**src/rtl/nfc_pkg.sv**
```systemverilog
package nfc_pkg;

    // Region codes carried on req_space
    localparam logic [1:0] SP_DATA = 2'd0;
    localparam logic [1:0] SP_CMD  = 2'd1;
    localparam logic [1:0] SP_ADDR = 2'd2;

    // Index of each phase field inside a timing word
    localparam int PH_SETUP = 0;
    localparam int PH_STRB  = 1;
    localparam int PH_HOLD  = 2;
    localparam int PH_HIZ   = 3;
    localparam int PH_NUM   = 4;

    typedef enum logic [2:0] {
        ST_IDLE,
        ST_GAP,
        ST_DLY,
        ST_SETUP,
        ST_STRB,
        ST_HOLD
    } nfc_state_e;

endpackage

```
**src/rtl/nfc_cfg_regs.sv**
```systemverilog
module nfc_cfg_regs #(
    parameter int CNT_W = 8,
    parameter int DLY_W = 4,
    localparam int TW = nfc_pkg::PH_NUM * CNT_W
) (
    input  logic             clk,
    input  logic             rst_n,
    input  logic             cfg_we,
    input  logic [1:0]       cfg_sel,
    input  logic [TW-1:0]    cfg_wdata,
    output logic [TW-1:0]    data_set,
    output logic [TW-1:0]    ctl_set,
    output logic [DLY_W-1:0] tclr,
    output logic [DLY_W-1:0] tar,
    output logic             wide
);
    localparam int WID_LSB  = 4;
    localparam int TCLR_LSB = 9;
    localparam int TAR_LSB  = TCLR_LSB + DLY_W;
    localparam logic [CNT_W-1:0] PH_RST  = CNT_W'(10);
    localparam logic [TW-1:0]    SET_RST = {nfc_pkg::PH_NUM{PH_RST}};

    typedef struct packed {
        logic [TW-1:0]    dset;
        logic [TW-1:0]    cset;
        logic [DLY_W-1:0] tclr;
        logic [DLY_W-1:0] tar;
        logic             wide;
    } cfg_t;

    cfg_t cfg_d, cfg_q;

    always_comb begin
        cfg_d = cfg_q;
        if (cfg_we) begin
            case (cfg_sel)
                2'd0: cfg_d.dset = cfg_wdata;
                2'd1: cfg_d.cset = cfg_wdata;
                2'd2: begin
                    cfg_d.wide = (cfg_wdata[WID_LSB +: 2] == 2'd1);
                    cfg_d.tclr = cfg_wdata[TCLR_LSB +: DLY_W];
                    cfg_d.tar  = cfg_wdata[TAR_LSB +: DLY_W];
                end
                default: ;
            endcase
        end
    end

    always_ff @(posedge clk or negedge rst_n) begin
        if (!rst_n) begin
            cfg_q.dset <= SET_RST;
            cfg_q.cset <= SET_RST;
            cfg_q.tclr <= '1;
            cfg_q.tar  <= '1;
            cfg_q.wide <= 1'b0;
        end else begin
            cfg_q <= cfg_d;
        end
    end

    assign data_set = cfg_q.dset;
    assign ctl_set  = cfg_q.cset;
    assign tclr     = cfg_q.tclr;
    assign tar      = cfg_q.tar;
    assign wide     = cfg_q.wide;

endmodule

```
**src/rtl/nfc_phase_pick.sv**
```systemverilog
module nfc_phase_pick #(
    parameter int CNT_W = 8,
    parameter int DLY_W = 4,
    localparam int TW = nfc_pkg::PH_NUM * CNT_W
) (
    input  logic [1:0]                              space,
    input  logic                                    is_write,
    input  logic [1:0]                              last_space,
    input  logic [TW-1:0]                           data_set,
    input  logic [TW-1:0]                           ctl_set,
    input  logic [DLY_W-1:0]                        tclr,
    input  logic [DLY_W-1:0]                        tar,
    output logic [nfc_pkg::PH_NUM-1:0][CNT_W-1:0]   ph,
    output logic [DLY_W:0]                          pre_dly
);
    import nfc_pkg::*;

    localparam logic [CNT_W-1:0] CNT_ONE = CNT_W'(1);
    localparam logic [DLY_W:0]   DLY_ONE = (DLY_W+1)'(1);

    logic          use_ctl;
    logic [TW-1:0] sel_set;

    assign use_ctl = (space == SP_CMD) || (space == SP_ADDR);
    assign sel_set = use_ctl ? ctl_set : data_set;

    // Setup, strobe and hold never go below one cycle; release may be zero
    for (genvar g = 0; g < PH_NUM; g++) begin : g_ph
        if (g == PH_HIZ) begin : g_raw
            assign ph[g] = sel_set[g*CNT_W +: CNT_W];
        end else begin : g_clamp
            assign ph[g] = (sel_set[g*CNT_W +: CNT_W] == '0) ? CNT_ONE
                                                             : sel_set[g*CNT_W +: CNT_W];
        end
    end

    // Turnaround only for a data read directly after a latch cycle
    always_comb begin
        pre_dly = '0;
        if (!is_write && !use_ctl) begin
            if (last_space == SP_CMD)
                pre_dly = {1'b0, tclr} + DLY_ONE;
            else if (last_space == SP_ADDR)
                pre_dly = {1'b0, tar} + DLY_ONE;
        end
    end

endmodule

```
**src/rtl/nfc_seq.sv**
```systemverilog
module nfc_seq #(
    parameter int CNT_W = 8,
    parameter int DLY_W = 4,
    parameter int DQ_W  = 16
) (
    input  logic                                    clk,
    input  logic                                    rst_n,
    input  logic                                    req_valid,
    input  logic                                    req_write,
    input  logic [1:0]                              req_space,
    input  logic [DQ_W-1:0]                         req_wdata,
    input  logic [nfc_pkg::PH_NUM-1:0][CNT_W-1:0]   pick_ph,
    input  logic [DLY_W:0]                          pick_dly,
    input  logic                                    wide,
    input  logic                                    nand_rdy,
    input  logic [DQ_W-1:0]                         nand_dq_i,
    output logic [1:0]                              last_space,
    output logic                                    busy,
    output logic                                    rsp_valid,
    output logic [DQ_W-1:0]                         rsp_rdata,
    output logic                                    nand_ce_n,
    output logic                                    nand_cle,
    output logic                                    nand_ale,
    output logic                                    nand_we_n,
    output logic                                    nand_re_n,
    output logic [DQ_W-1:0]                         nand_dq_o,
    output logic                                    nand_dq_oe
);
    import nfc_pkg::*;

    localparam int BYTE_W = DQ_W / 2;
    localparam logic [CNT_W-1:0] CNT_ONE = CNT_W'(1);

    typedef struct packed {
        nfc_state_e                     st;
        logic [CNT_W-1:0]               cnt;
        logic [PH_NUM-1:0][CNT_W-1:0]   ph;
        logic [DLY_W:0]                 dly;
        logic                           wr;
        logic [1:0]                     sp;
        logic                           narrow;
        logic [DQ_W-1:0]                wdata;
        logic [CNT_W-1:0]               hiz;
        logic [1:0]                     last;
        logic                           busy;
        logic                           rsp;
        logic [DQ_W-1:0]                rdata;
    } seq_t;

    seq_t s_d, s_q;
    logic req_narrow;
    logic in_win;
    logic latch_ph;

    assign req_narrow = !wide || (req_space == SP_CMD) || (req_space == SP_ADDR);

    always_comb begin
        s_d     = s_q;
        s_d.rsp = 1'b0;
        if (s_q.hiz != '0)
            s_d.hiz = s_q.hiz - CNT_ONE;

        case (s_q.st)
            ST_IDLE: begin
                if (req_valid) begin
                    s_d.busy   = 1'b1;
                    s_d.ph     = pick_ph;
                    s_d.dly    = pick_dly;
                    s_d.wr     = req_write;
                    s_d.sp     = req_space;
                    s_d.last   = req_space;
                    s_d.narrow = req_narrow;
                    s_d.wdata  = req_narrow ? {{(DQ_W-BYTE_W){1'b0}}, req_wdata[BYTE_W-1:0]}
                                            : req_wdata;
                    if (s_q.hiz > CNT_ONE) begin
                        s_d.st = ST_GAP;
                    end else if (pick_dly != '0) begin
                        s_d.st  = ST_DLY;
                        s_d.cnt = CNT_W'(pick_dly) - CNT_ONE;
                    end else begin
                        s_d.st  = ST_SETUP;
                        s_d.cnt = pick_ph[PH_SETUP] - CNT_ONE;
                    end
                end
            end
            ST_GAP: begin
                if (s_q.hiz <= CNT_ONE) begin
                    if (s_q.dly != '0) begin
                        s_d.st  = ST_DLY;
                        s_d.cnt = CNT_W'(s_q.dly) - CNT_ONE;
                    end else begin
                        s_d.st  = ST_SETUP;
                        s_d.cnt = s_q.ph[PH_SETUP] - CNT_ONE;
                    end
                end
            end
            ST_DLY: begin
                if (s_q.cnt == '0) begin
                    s_d.st  = ST_SETUP;
                    s_d.cnt = s_q.ph[PH_SETUP] - CNT_ONE;
                end else begin
                    s_d.cnt = s_q.cnt - CNT_ONE;
                end
            end
            ST_SETUP: begin
                if (s_q.cnt == '0) begin
                    s_d.st  = ST_STRB;
                    s_d.cnt = s_q.ph[PH_STRB] - CNT_ONE;
                end else begin
                    s_d.cnt = s_q.cnt - CNT_ONE;
                end
            end
            ST_STRB: begin
                if (s_q.cnt != '0) begin
                    s_d.cnt = s_q.cnt - CNT_ONE;
                end else if (nand_rdy) begin
                    s_d.st  = ST_HOLD;
                    s_d.cnt = s_q.ph[PH_HOLD] - CNT_ONE;
                    if (!s_q.wr)
                        s_d.rdata = s_q.narrow
                                  ? {{(DQ_W-BYTE_W){1'b0}}, nand_dq_i[BYTE_W-1:0]}
                                  : nand_dq_i;
                end
            end
            ST_HOLD: begin
                if (s_q.cnt == '0) begin
                    s_d.st   = ST_IDLE;
                    s_d.busy = 1'b0;
                    s_d.rsp  = !s_q.wr;
                    if (s_q.wr)
                        s_d.hiz = s_q.ph[PH_HIZ];
                end else begin
                    s_d.cnt = s_q.cnt - CNT_ONE;
                end
            end
            default: s_d.st = ST_IDLE;
        endcase
    end

    always_ff @(posedge clk or negedge rst_n) begin
        if (!rst_n) begin
            s_q      <= '0;
            s_q.st   <= ST_IDLE;
            s_q.last <= SP_DATA;
        end else begin
            s_q <= s_d;
        end
    end

    // Pin decode from the registered phase
    assign in_win   = (s_q.st == ST_DLY) || (s_q.st == ST_SETUP) ||
                      (s_q.st == ST_STRB) || (s_q.st == ST_HOLD);
    assign latch_ph = (s_q.st == ST_SETUP) || (s_q.st == ST_STRB) || (s_q.st == ST_HOLD);

    assign nand_ce_n  = !in_win;
    assign nand_cle   = latch_ph && (s_q.sp == SP_CMD);
    assign nand_ale   = latch_ph && (s_q.sp == SP_ADDR);
    assign nand_we_n  = !((s_q.st == ST_STRB) && s_q.wr);
    assign nand_re_n  = !((s_q.st == ST_STRB) && !s_q.wr);
    assign nand_dq_oe = s_q.wr && ((s_q.st == ST_STRB) || (s_q.st == ST_HOLD));
    assign nand_dq_o  = nand_dq_oe ? s_q.wdata : '0;

    assign last_space = s_q.last;
    assign busy       = s_q.busy;
    assign rsp_valid  = s_q.rsp;
    assign rsp_rdata  = s_q.rdata;

endmodule

```
**src/rtl/nfc_bus_seq.sv**
```systemverilog
module nfc_bus_seq #(
    parameter int CNT_W = 8,
    parameter int DLY_W = 4,
    parameter int DQ_W  = 16,
    localparam int TW = nfc_pkg::PH_NUM * CNT_W
) (
    input  logic            clk,
    input  logic            rst_n,
    input  logic            cfg_we,
    input  logic [1:0]      cfg_sel,
    input  logic [TW-1:0]   cfg_wdata,
    input  logic            req_valid,
    input  logic            req_write,
    input  logic [1:0]      req_space,
    input  logic [DQ_W-1:0] req_wdata,
    output logic            busy,
    output logic            rsp_valid,
    output logic [DQ_W-1:0] rsp_rdata,
    output logic            nand_ce_n,
    output logic            nand_cle,
    output logic            nand_ale,
    output logic            nand_we_n,
    output logic            nand_re_n,
    input  logic            nand_rdy,
    input  logic [DQ_W-1:0] nand_dq_i,
    output logic [DQ_W-1:0] nand_dq_o,
    output logic            nand_dq_oe
);
    logic [TW-1:0]                            data_set;
    logic [TW-1:0]                            ctl_set;
    logic [DLY_W-1:0]                         tclr;
    logic [DLY_W-1:0]                         tar;
    logic                                     wide;
    logic [1:0]                               last_space;
    logic [nfc_pkg::PH_NUM-1:0][CNT_W-1:0]    pick_ph;
    logic [DLY_W:0]                           pick_dly;

    nfc_cfg_regs #(.CNT_W(CNT_W), .DLY_W(DLY_W)) u_cfg (
        .clk       (clk),
        .rst_n     (rst_n),
        .cfg_we    (cfg_we),
        .cfg_sel   (cfg_sel),
        .cfg_wdata (cfg_wdata),
        .data_set  (data_set),
        .ctl_set   (ctl_set),
        .tclr      (tclr),
        .tar       (tar),
        .wide      (wide)
    );

    nfc_phase_pick #(.CNT_W(CNT_W), .DLY_W(DLY_W)) u_pick (
        .space      (req_space),
        .is_write   (req_write),
        .last_space (last_space),
        .data_set   (data_set),
        .ctl_set    (ctl_set),
        .tclr       (tclr),
        .tar        (tar),
        .ph         (pick_ph),
        .pre_dly    (pick_dly)
    );

    nfc_seq #(.CNT_W(CNT_W), .DLY_W(DLY_W), .DQ_W(DQ_W)) u_seq (
        .clk        (clk),
        .rst_n      (rst_n),
        .req_valid  (req_valid),
        .req_write  (req_write),
        .req_space  (req_space),
        .req_wdata  (req_wdata),
        .pick_ph    (pick_ph),
        .pick_dly   (pick_dly),
        .wide       (wide),
        .nand_rdy   (nand_rdy),
        .nand_dq_i  (nand_dq_i),
        .last_space (last_space),
        .busy       (busy),
        .rsp_valid  (rsp_valid),
        .rsp_rdata  (rsp_rdata),
        .nand_ce_n  (nand_ce_n),
        .nand_cle   (nand_cle),
        .nand_ale   (nand_ale),
        .nand_we_n  (nand_we_n),
        .nand_re_n  (nand_re_n),
        .nand_dq_o  (nand_dq_o),
        .nand_dq_oe (nand_dq_oe)
    );

endmodule

```
**config.mk**
```make
export PLATFORM = sky130hd
export DESIGN_NAME = nfc_bus_seq
export DESIGN_NICKNAME = d
export VERILOG_FILES = /design/src/rtl/nfc_pkg.sv /design/src/rtl/nfc_cfg_regs.sv /design/src/rtl/nfc_phase_pick.sv /design/src/rtl/nfc_seq.sv /design/src/rtl/nfc_bus_seq.sv
export SDC_FILE = /design/constraint.sdc
export NUM_CORES = 1
export LEC_CHECK = 0
export BUFFER_PORTS_ARGS = -buffer_cell sky130_fd_sc_hd__buf_2
export CORE_UTILIZATION = 58
export CTS_BUF_LIST = sky130_fd_sc_hd__clkbuf_16
export DETAILED_ROUTE_END_ITERATION = 7
export GPL_TIMING_DRIVEN = 1
export PLACE_DENSITY = 0.78
export SYNTH_ARGS = -nofsm -noshare
export SYNTH_HDL_FRONTEND = slang
export SYNTH_SLANG_ARGS = --single-unit
```
**constraint.sdc**
```tcl
create_clock -name clk -period 2.53 [get_ports clk]
set_input_delay 0.1265 -clock clk [delete_from_list [all_inputs] [get_ports clk]]
set_output_delay 0.1265 -clock clk [all_outputs]
set_load 0.005 [all_outputs]
```
==> flow_metrics.py, run 1 <==
metrics = {
    "run_status": {
        "outcome": "finished with violations",
        "violations": "design-rule violations",
    },
    "power_and_ir_drop": {
        "total_leakage_power_nw": 5.15,
        "p_seq_share_pct": 37.0,
        "clkPwrFrac_pct": 23.2,
        "vdd_drop_max_uv": 560,
        "internal_power_mw": 6.97,
        "power.switching_mw": 4.19,
        "finalPower_mw": 11.2,
        "p_comb_share_pct": 39.7,
        "power.share.switching_pct": 37.5,
        "power_density_mw_per_mm2": 1010,
    },
    "die": {
        "floorplan.io_pins": 114,
        "core_area_sq_mm": 0.0147,
        "row_count": 44,
        "die-height_um": 125,
        "initial_core_util_pct": 60.2,
        "die_x_um": 125,
        "die_area_sq_mm": 0.0157,
    },
    "synth": {
        "synth_area_per_cell_sq_um": 10.7,
        "synth_fa_ha_area_share_pct": 1.98,
        "syn_area_sq_mm": 0.00884,
        "synth-async-reset-ratio_pct": 100,
        "synth_top_family_by_area": "multiplexers",
        "synthTopCellsByArea": "dfrtp_1 (40%), mux2_2 (12%), dfstp_2 (7.1%)",
        "synth-edff-count": 0,
        "ys_ff_latch": 167,
        "synth_compound_area_share_pct": 11.5,
        "syn-num-nets": 918,
        "netlist-cell-type-count": 62,
        "synth_top_area_share_pct": 40.5,
        "synth-xor-area-share_pct": 3.47,
        "synthCells": 830,
        "synthMuxAreaShare_pct": 16.5,
        "yosys_warnings": 0,
        "synth.largest_area_cell": "dfrtp_1",
        "ys.flop_type": "dfrtp_1",
        "yosys.area_share.simple_pct": 14.7,
        "ys_seq_area_share_pct": 47.6,
    },
    "worst_setup_path": {
        "cp_max_fo": 8,
        "end_kind": "flip-flop",
        "start_kind": "flip-flop",
        "worstPathRequired_ps": 2830,
        "path_class": "flip-flop to flip-flop",
        "worstPathArrival_ps": 2710,
    },
    "placement": {
        "dp_hpwl_um": 14900,
        "pre_cts_slack_ps": -111,
        "port_buffers": 113,
        "dp_cells": 1115,
        "place.gp.congestion": 0.982,
        "post_dp_cell_area_sq_mm": 0.00973,
    },
    "cells_and_area": {
        "fin_util_pct": 75.0,
        "design_area_sq_mm": 0.0110,
        "syn2layout_area_growth_pct": 24.6,
        "drive_above_1_share_pct": 32.0,
        "nNetsFinal": 1105,
        "n_fill_cell": 960,
        "multi_input_area_sq_mm": 0.00430,
        "instances_no_fill": 1214,
        "regArea_sq_mm": 0.00421,
        "antenna_cells": 0,
    },
    "sta": {
        "clock_skew_ps": 8.02,
        "hold_violations": 0,
        "setup_violations": 0,
        "period_share_pct": 95.0,
        "worst_pin_slew_ps": 701,
        "min_period_ps": 2400,
        "finalMaxSlewViolations": 0,
        "clock.fmax_ghz": 0.416,
        "tns_ps": 0,
        "finalHoldWorstSlack_ps": 26.7,
        "worst_slew_margin_rel_pct": 53.2,
        "setup_slack_ps": 126,
    },
    "global_route": {
        "antenna_found_initial": 0,
        "groute.usage.overall_pct": 29.9,
        "grt_overflow": 0,
        "grt_pass1_wl_um": 36600,
        "grt_pass1_vias": 7135,
        "grt_max_degree": 74,
    },
    "detailed_routing": {
        "drt_iter0_drc": 560,
        "ant_nets": 0,
        "drc_errors": 11,
        "vias_per_cell": 5.79,
        "via_count": 7034,
        "wl_per_cell_um": 18.2,
        "dr.pass1.iters": 7,
        "routed_wl_um": 22100,
    },
    "clock_network": {
        "cts_buffer_depth": 2,
        "clk_pin_slew_ps": 70,
        "htree_levels": 4,
        "root_buffer": "clkbuf_16",
        "cts_buffers": 17,
        "insertion_delay_ps": 430,
        "cts_tree": "yes",
        "numClockSinks": 167,
    },
    "min_path": {
        "min_path_type": "input pin to flip-flop",
    },
    "run": {
        "maxCapViolCount": 0,
    },
}
[power by group through the flow]
stage	Sequential (mW)	Combinational, mW	Clock, mW
after floorplan	3.94	3.10	0
after global placement	4.11	4.17	0
after detailed placement	4.14	4.24	0
after CTS	4.10	4.36	2.64
after global routing	4.24	4.88	2.74
final	4.13	4.43	2.59
[routing by layer]
| metal | vias up | global-route usage (%) | part of all wire (%) |
|---|---|---|---|
| met5 | - | 0 | 0 |
| met4 | 0 | 10.3 | 2.1 |
| met3 | 41 | 5.26 | 5.3 |
| met2 | 236 | 48.9 | 47 |
| met1 | 3408 | 40.4 | 45 |
| li1 | 3349 | - | - |
[worst max-delay path, stage by stage, from the launching register on]
cell and delay (ps):
dfrtp_1 380, or4_4 570, or4b_1 480, buf_4 190, nor2_4 110, o22ai_1 140
buf_4 210, o32ai_1 130, a31oi_1 70
[registers in the layout, summed over array words and instances (netlist names)]
signal           count
u_cfg.data_set      32
u_cfg.wide           1
u_seq.busy           1
u_cfg.tar            4
u_seq.rsp_valid      1
u_seq.s_q           76
u_cfg.ctl_set       32
u_cfg.tclr           4
u_seq.rsp_rdata     16
[final cells by class]
cell class | count | area share [%]
Sequential cell | 167 | 38.2
Timing Repair Buffer | 225 | 14.7
Tap cell | 184 | 2.09
Clock inverter | 15 | 1.51
Clock buffer | 17 | 3.86
Inverter | 19 | 0.647
Multi-Input combinational cell | 587 | 39.0
[final timing paths]
kind                            cells past startpoint                 end           from  slack, ps
worst min register to register                      2       u_seq.s_q[27]  u_seq.s_q[84]        480
worst max register to register                      8       u_seq.s_q[91]  u_seq.s_q[90]        130
worst min-delay path                                3       u_seq.s_q[44]      req_valid         30
max in group asynchronous                           3  u_cfg.data_set[17]          rst_n       1510
min in group asynchronous                           2  u_seq.rsp_rdata[5]          rst_n        270
worst max-delay path                                8       u_seq.s_q[91]  u_seq.s_q[90]        130
[cells in the mapped netlist, types with 4 or more instances]
cell / count
nor3b_1: 9
nand2b_1: 18
dfstp_2: 24
xor2_1: 14
nand2_1: 95
xnor2_1: 21
clkbuf_1: 27
buf_4: 17
and3_1: 21
o21a_1: 4
ha_1: 14
buf_2: 7
o31ai_1: 13
mux2_4: 4
o21ai_0: 62
nor2_1: 28
a211oi_1: 4
nor3_1: 23
dfrtp_1: 143
o221ai_1: 7
buf_1: 4
nor2b_1: 8
a22o_1: 10
nand3_1: 8
a21oi_1: 17
nor4_1: 10
o32ai_1: 5
mux2_2: 91
nand3b_1: 6
o22ai_1: 8
mux2i_1: 37
inv_1: 19
or4_1: 8
o211ai_1: 5
[timing repair]
action	CTS	global route
hold buffers	67	0
endpoints found under the hold margin	176	0
resized for setup	0	8
endpoints found under the setup margin	0	7
setup buffers	0	0
[cell usage in the layout, fill, tap and decap left out, types with 6 or more instances in the layout]
| master | synthesis | layout |
|---|---|---|
| a21oi_1 | 17 | 17 |
| a22o_1 | 10 | 10 |
| and3_1 | 21 | 21 |
| buf_2 | 7 | 112 |
| buf_4 | 17 | 42 |
| clkbuf_16 | 0 | 17 |
| dfrtp_1 | 143 | 141 |
| dfstp_2 | 24 | 24 |
| dlygate4sd3_1 | 0 | 67 |
| ha_1 | 14 | 13 |
| inv_1 | 19 | 19 |
| mux2_2 | 91 | 91 |
| mux2i_1 | 37 | 37 |
| nand2_1 | 95 | 94 |
| nand2b_1 | 18 | 18 |
| nand3_1 | 8 | 8 |
| nand3b_1 | 6 | 6 |
| nor2_1 | 28 | 28 |
| nor2b_1 | 8 | 7 |
| nor3_1 | 23 | 21 |
| nor3b_1 | 9 | 7 |
| nor4_1 | 10 | 10 |
| o21ai_0 | 62 | 61 |
| o221ai_1 | 7 | 7 |
| o22ai_1 | 8 | 8 |
| o31ai_1 | 13 | 12 |
| or4_1 | 8 | 8 |
| xnor2_1 | 21 | 21 |
| xor2_1 | 14 | 14 |
[logic make-up after synthesis]
family / Yosys count
AO/OA/AOI/OAI: 157
XOR/XNOR: 35
adder cells (fa/ha/maj): 14
buffers and inverters: 76
flip-flops: 167
multiplexers: 132
AND/OR/NAND/NOR: 249
Power figures use the tool's default switching activity.
==> inputs of run 2 (changes only) <==
--- a/config.mk
+++ b/config.mk
@@ -8,3 +8,5 @@
 export BUFFER_PORTS_ARGS = -buffer_cell sky130_fd_sc_hd__buf_2
-export CORE_UTILIZATION = 58
+export CELL_PAD_IN_SITES_DETAIL_PLACEMENT = 1
+export CELL_PAD_IN_SITES_GLOBAL_PLACEMENT = 1
+export CORE_UTILIZATION = 46
 export CTS_BUF_LIST = sky130_fd_sc_hd__clkbuf_16
--- a/constraint.sdc
+++ b/constraint.sdc
@@ -3,2 +3,2 @@
 set_output_delay 0.1265 -clock clk [all_outputs]
-set_load 0.005 [all_outputs]
+set_load 0.05 [all_outputs]
==> run 2 against run 1 <==
Against the previous run:
- register-to-register slack got worse by 40 ps
- utilization fell by 16 points
- non-clock buffer count rose by 12
- worst hold slack improved by 18 ps
- routed wire length rose by 27%
- critical path depth did not move
- worst setup slack got worse by 37 ps
- sequential power barely moved
- combinational power rose by 9.7%
- clock-buffer cell count did not move
- die area rose by 26%
- largest cell class unchanged
- sequential share of layout area fell by 0.48 points
- the flow now finishes without violations
==> flow_metrics.py, run 2 (synthesis results as in run 1) <==
metrics = {
    "global_route": {
        "groute.usage.overall_pct": 29.8,
        "grt_pass1_vias": 8054,
        "antenna_found_initial": 0,
        "grt_overflow": 0,
        "grt_max_degree": 70,
        "grt_pass1_wl_um": 44600,
    },
    "worst_setup_path": {
        "path_class": "flip-flop to flip-flop",
        "critPathTopFamily": "simple AND/OR/NAND/NOR gates",
        "worst-path-buf-inv": 2,
        "crit_top_cell": "buf_4",
        "cp_slowest_cell": "or4_4",
        "cp_slowest_stage_delay_ps": 540,
        "cp_max_fo": 11,
        "end_kind": "flip-flop",
        "start_kind": "flip-flop",
        "reg2reg_slack_ps": 90,
        "reg2regPathDepth": 8,
        "r2r-end": "u_seq.s_q[87]",
        "crit_chain": "or4_4 -> buf_4 -> nor4b_4 -> buf_4 -> a21oi_1 -> o32ai_1 -> nand3_1 -> o31a_1",
        "worstPathArrival_ps": 2760,
        "worstPathRequired_ps": 2840,
        "rr_startpoint": "u_seq.s_q[90]",
    },
    "die": {
        "row_count": 50,
        "floorplan.io_pins": 114,
        "die-height_um": 141,
        "initial_core_util_pct": 47.1,
        "die_x_um": 141,
        "die_area_sq_mm": 0.0198,
        "core_area_sq_mm": 0.0188,
    },
    "cells_and_area": {
        "nNetsFinal": 1117,
        "n_fill_cell": 2036,
        "instances_no_fill": 1276,
        "syn2layout_area_growth_pct": 26.2,
        "antenna_cells": 0,
        "fin_util_pct": 59.5,
        "drive_above_1_share_pct": 33.1,
        "largest_reg_flops": 76,
        "regMostFlops": "u_seq.s_q",
        "final_cell_mix": "dfrtp_1 (141), buf_2 (112), nand2_1 (93)",
        "layout_commonest_cell": "dfrtp_1",
    },
    "sta": {
        "min_period_ps": 2440,
        "period_share_pct": 96.5,
        "finalMaxSlewViolations": 0,
        "worst_slew_margin_rel_pct": 54.0,
        "worst_pin_slew_ps": 690,
        "clock.fmax_ghz": 0.410,
        "clock_skew_ps": 11.8,
        "hold_violations": 0,
        "finalHoldWorstSlack_ps": 44.6,
        "rsz0062_at_grt": "true",
        "setup_violations": 0,
    },
    "clock_network": {
        "cts_buffers": 17,
        "root_buffer": "clkbuf_16",
        "numClockSinks": 167,
        "insertion_delay_ps": 440,
        "cts_buffer_depth": 2,
        "htree_levels": 4,
        "cts_tree": "yes",
        "clk_pin_slew_ps": 70,
    },
    "min_path": {
        "min_path_type": "input pin to flip-flop",
        "holdPathEnd": "u_seq.s_q[46]",
        "holdPathStages": 3,
        "hp-start": "req_space[1]",
    },
    "detailed_routing": {
        "via_count": 7411,
        "vias_per_cell": 5.81,
        "wl_per_cell_um": 22.0,
        "drt_iter0_drc": 502,
        "drc_errors": 0,
        "ant_nets": 0,
        "routed_wl_um": 28100,
        "dr.pass1.iters": 5,
    },
    "placement": {
        "dp_hpwl_um": 18300,
        "port_buffers": 113,
        "dp_cells": 1175,
        "place.gp.congestion": 0.938,
    },
    "run_status": {
        "outcome": "complete, no violations",
    },
    "run": {
        "maxCapViolCount": 0,
    },
    "power_and_ir_drop": {
        "vdd_drop_max_uv": 586,
        "power_density_mw_per_mm2": 1050,
        "total_leakage_power_nw": 5.21,
    },
}
==> run 2: per-stage QoR <==
stage	setup TNS, ps	setup slack [ps]	total power [mW]	instance area [sq um]
after floorplan	0	2.41	7.07	8850
after global placement	-77.1	-77.1	8.48	9850
after detailed placement	-424	-179	8.69	9850
after CTS	0	8.93	11.5	11100
after global routing	-6.70	-6.70	12.4	11200
final	0	89.4	11.7	11200
==> run 2: worst min-delay path, stage by stage <==
cell and delay, ps:
buf_2 110, inv_1 80, o21ai_0 100
==> run 2: layer usage <==
layer	routed length (um)	track usage [%]
met5	0	0
met2	14400	52.9
met1	11600	35.4
met4	902	12.1
met3	1200	5.84
==> run 2: worst max path at each step <==
stage                        from       endpoint  slack [ps]  depth (start not counted)
floorplan            req_space[0]  u_seq.s_q[91]           2                         13
global placement     req_space[0]  u_seq.s_q[91]         -80                         12
detailed placement   req_space[0]  u_seq.s_q[91]        -180                         12
CTS                  u_cfg.tar[0]  u_seq.s_q[86]           9                          9
global route         u_cfg.tar[0]  u_seq.s_q[86]          -7                          9
finish              u_seq.s_q[90]  u_seq.s_q[87]          90                          8
==> run 2: final cells by class <==
type | instances | area, sq um | share of cell area [%]
Multi-Input combinational cell | 587 | 4310 | 38.6
Sequential cell | 167 | 4210 | 37.7
Timing Repair Buffer | 237 | 1680 | 15.1
Clock buffer | 17 | 425 | 3.81
Tap cell | 234 | 293 | 2.62
Clock inverter | 15 | 166 | 1.49
Inverter | 19 | 71.3 | 0.639
==> run 2: timing repair <==
action,4_1_cts,5_1_grt
setup endpoints to repair,0,10
hold buffers,67,0
gates resized for setup,0,11
endpoints found under the hold margin,159,0
setup buffers,0,2
==> run 2: power by group <==
part | internal [mW] | leakage, nW | switching [mW] | total (mW)
registers | 3.44 | 2.09 | 0.716 | 4.15
clock network | 1.48 | 0.293 | 1.22 | 2.70
logic | 2.16 | 2.83 | 2.70 | 4.86
==> inputs of run 3 (changes only) <==
==> constraint.sdc (replaced) <==
create_clock -name clk -period 2.53 [get_ports clk]
set_input_delay 0.253 -clock clk [delete_from_list [all_inputs] [get_ports clk]]
set_output_delay 0.253 -clock clk [all_outputs]
set_load 0.05 [all_outputs]
==> run 3 against run 2 <==
Against the previous run:
- worst setup slack worse by 38 ps
- worst hold slack better by 1.1 ps
- final area is 5.4% lower
- global-route usage is 3.3 points lower
- sequential share of layout area is 2.1 points higher
- utilization is 3.2 points lower
- clock power is 2% higher
- via count is 6.3% lower
- cell count is 5.2% lower
- critical path depth is 1 higher
- combinational power is 4.5% lower
- clock-buffer cell count stayed put
- critical endpoint is now u_seq.s_q[86]
- largest power group unchanged
==> flow_metrics.py, run 3 (synthesis results as in run 1) <==
metrics = {
    "cells_and_area": {
        "regMostFlops": "u_seq.s_q",
        "drive_above_1_share_pct": 35.3,
        "fin_util_pct": 56.3,
        "layout_commonest_cell": "dfrtp_1",
        "nNetsFinal": 1051,
        "syn2layout_area_growth_pct": 19.4,
        "final_cell_mix": "dfrtp_1 (142), buf_2 (112), nand2_1 (94)",
        "instances_no_fill": 1210,
        "largest_reg_flops": 76,
        "antenna_cells": 0,
    },
    "detailed_routing": {
        "dr.pass1.iters": 5,
        "drc_errors": 0,
        "drt_iter0_drc": 281,
        "routed_wl_um": 24800,
        "via_count": 6944,
        "ant_nets": 0,
        "wl_per_cell_um": 20.5,
        "vias_per_cell": 5.74,
    },
    "worst_setup_path": {
        "crit_chain": "ha_1 -> a22o_1 -> nand2_1 -> ha_1 -> inv_1 -> a21o_1 -> nor2b_2 -> mux2_2 -> o221ai_1",
        "worst-path-buf-inv": 1,
        "path_class": "flip-flop to flip-flop",
        "cp_slowest_cell": "dfstp_2",
        "cp_max_fo": 5,
        "worstPathArrival_ps": 2820,
        "end_kind": "flip-flop",
        "worstPathRequired_ps": 2880,
        "cp_slowest_stage_delay_ps": 580,
        "crit_top_cell": "ha_1",
        "start_kind": "flip-flop",
        "critPathTopFamily": "compound AO/OA/AOI/OAI gates",
    },
    "sta": {
        "worst_slew_margin_rel_pct": 58.4,
        "hold_violations": 0,
        "period_share_pct": 98.0,
        "setup_violations": 0,
        "finalHoldWorstSlack_ps": 45.8,
        "min_period_ps": 2480,
        "tns_ps": 0,
        "finalMaxSlewViolations": 0,
        "setup_slack_ps": 51.8,
        "rsz0062_at_grt": "true",
        "clock.fmax_ghz": 0.404,
        "worst_pin_slew_ps": 622,
        "clock_skew_ps": 13.4,
    },
    "global_route": {
        "groute.usage.overall_pct": 26.5,
        "met1_usage_pct": 33.8,
        "busiest_layer": "met2",
        "grt_overflow": 0,
        "use_met2_pct": 45.2,
        "grt_max_degree": 62,
        "antenna_found_initial": 1,
        "grt_pass1_wl_um": 40200,
        "grt_util_met3_pct": 4.28,
        "grt_pass1_vias": 7451,
    },
    "power_and_ir_drop": {
        "clkPwrFrac_pct": 23.8,
        "p_seq_share_pct": 36.0,
        "power.switching_mw": 4.42,
        "power.share.switching_pct": 38.3,
        "power_density_mw_per_mm2": 1090,
        "vdd_drop_max_uv": 566,
        "total_leakage_power_nw": 4.94,
        "p_comb_share_pct": 40.2,
        "internal_power_mw": 7.13,
    },
    "clock_network": {
        "insertion_delay_ps": 440,
        "clk_pin_slew_ps": 70,
        "post_cts_buffers": 0,
        "cts_buffers": 17,
        "cts_buffer_depth": 2,
        "htree_levels": 4,
        "numClockSinks": 167,
        "cts_tree": "yes",
        "root_buffer": "clkbuf_16",
    },
    "run_status": {
        "outcome": "complete, no violations",
    },
    "placement": {
        "dp_hpwl_um": 17800,
        "port_buffers": 113,
        "pre_cts_slack_ps": -253,
        "dp_cells": 1177,
        "place.gp.congestion": 0.900,
    },
    "die": {
        "die-height_um": 141,
        "initial_core_util_pct": 47.1,
        "row_count": 50,
        "floorplan.io_pins": 114,
        "die_area_sq_mm": 0.0198,
        "die_x_um": 141,
        "core_area_sq_mm": 0.0188,
    },
    "run": {
        "maxCapViolCount": 0,
    },
    "min_path": {
        "min_path_type": "input pin to flip-flop",
    },
}
-- run 3: path summary, 6_finish.rpt --
kind,startpoint,end,slack (ps),cells after the start
max,u_cfg.tclr[0],u_seq.s_q[86],50,9
min,req_wdata[15],u_seq.s_q[43],50,2
max reg2reg,u_cfg.tclr[0],u_seq.s_q[86],50,9
min reg2reg,u_seq.s_q[84],u_seq.s_q[84],480,2
max in group asynchronous,rst_n,u_cfg.tar[0],1280,3
min in group asynchronous,rst_n,u_seq.busy,350,2
-- run 3: routing by layer --
| metal | up-vias | routed length, um |
|---|---|---|
| li1 | 3244 | - |
| met4 | 2 | 693 |
| met5 | - | 13 |
| met2 | 191 | 12200 |
| met3 | 50 | 1020 |
| met1 | 3457 | 10900 |
-- run 3: metrics by stage --
step | cell area (sq um) | power (mW)
detailed placement | 9890 | 8.66
global placement | 9890 | 8.48
floorplan | 8870 | 7.08
finish | 10600 | 11.5
CTS | 10500 | 11.6
global route | 10600 | 12.2
-- run 3: layout make-up --
cell class / count / area, sq um
fill: 2107 / 8210
multi-input combinational: 587 / 4320
sequential: 167 / 4210
timing repair buffer: 171 / 1050
clock buffer: 17 / 425
tap: 234 / 293
clock inverter: 15 / 191
inverter: 19 / 71.3
-- run 3: power groups by stage --
stage          logic (mW)  registers (mW)  clock network (mW)
2_1_floorplan        3.15            3.94                   0
3_3_place_gp         4.37            4.12                   0
3_5_place_dp         4.49            4.17                   0
4_1_cts              4.62            4.15                2.81
5_1_grt              5.08            4.26                2.91
6_report             4.64            4.15                2.75
-- run 3: what timing repair did --
action	CTS	global route
endpoints found under the setup margin	2	8
pin swaps	1	0
hold buffers	1	0
endpoints found under the hold margin	51	0
resized for setup	2	8
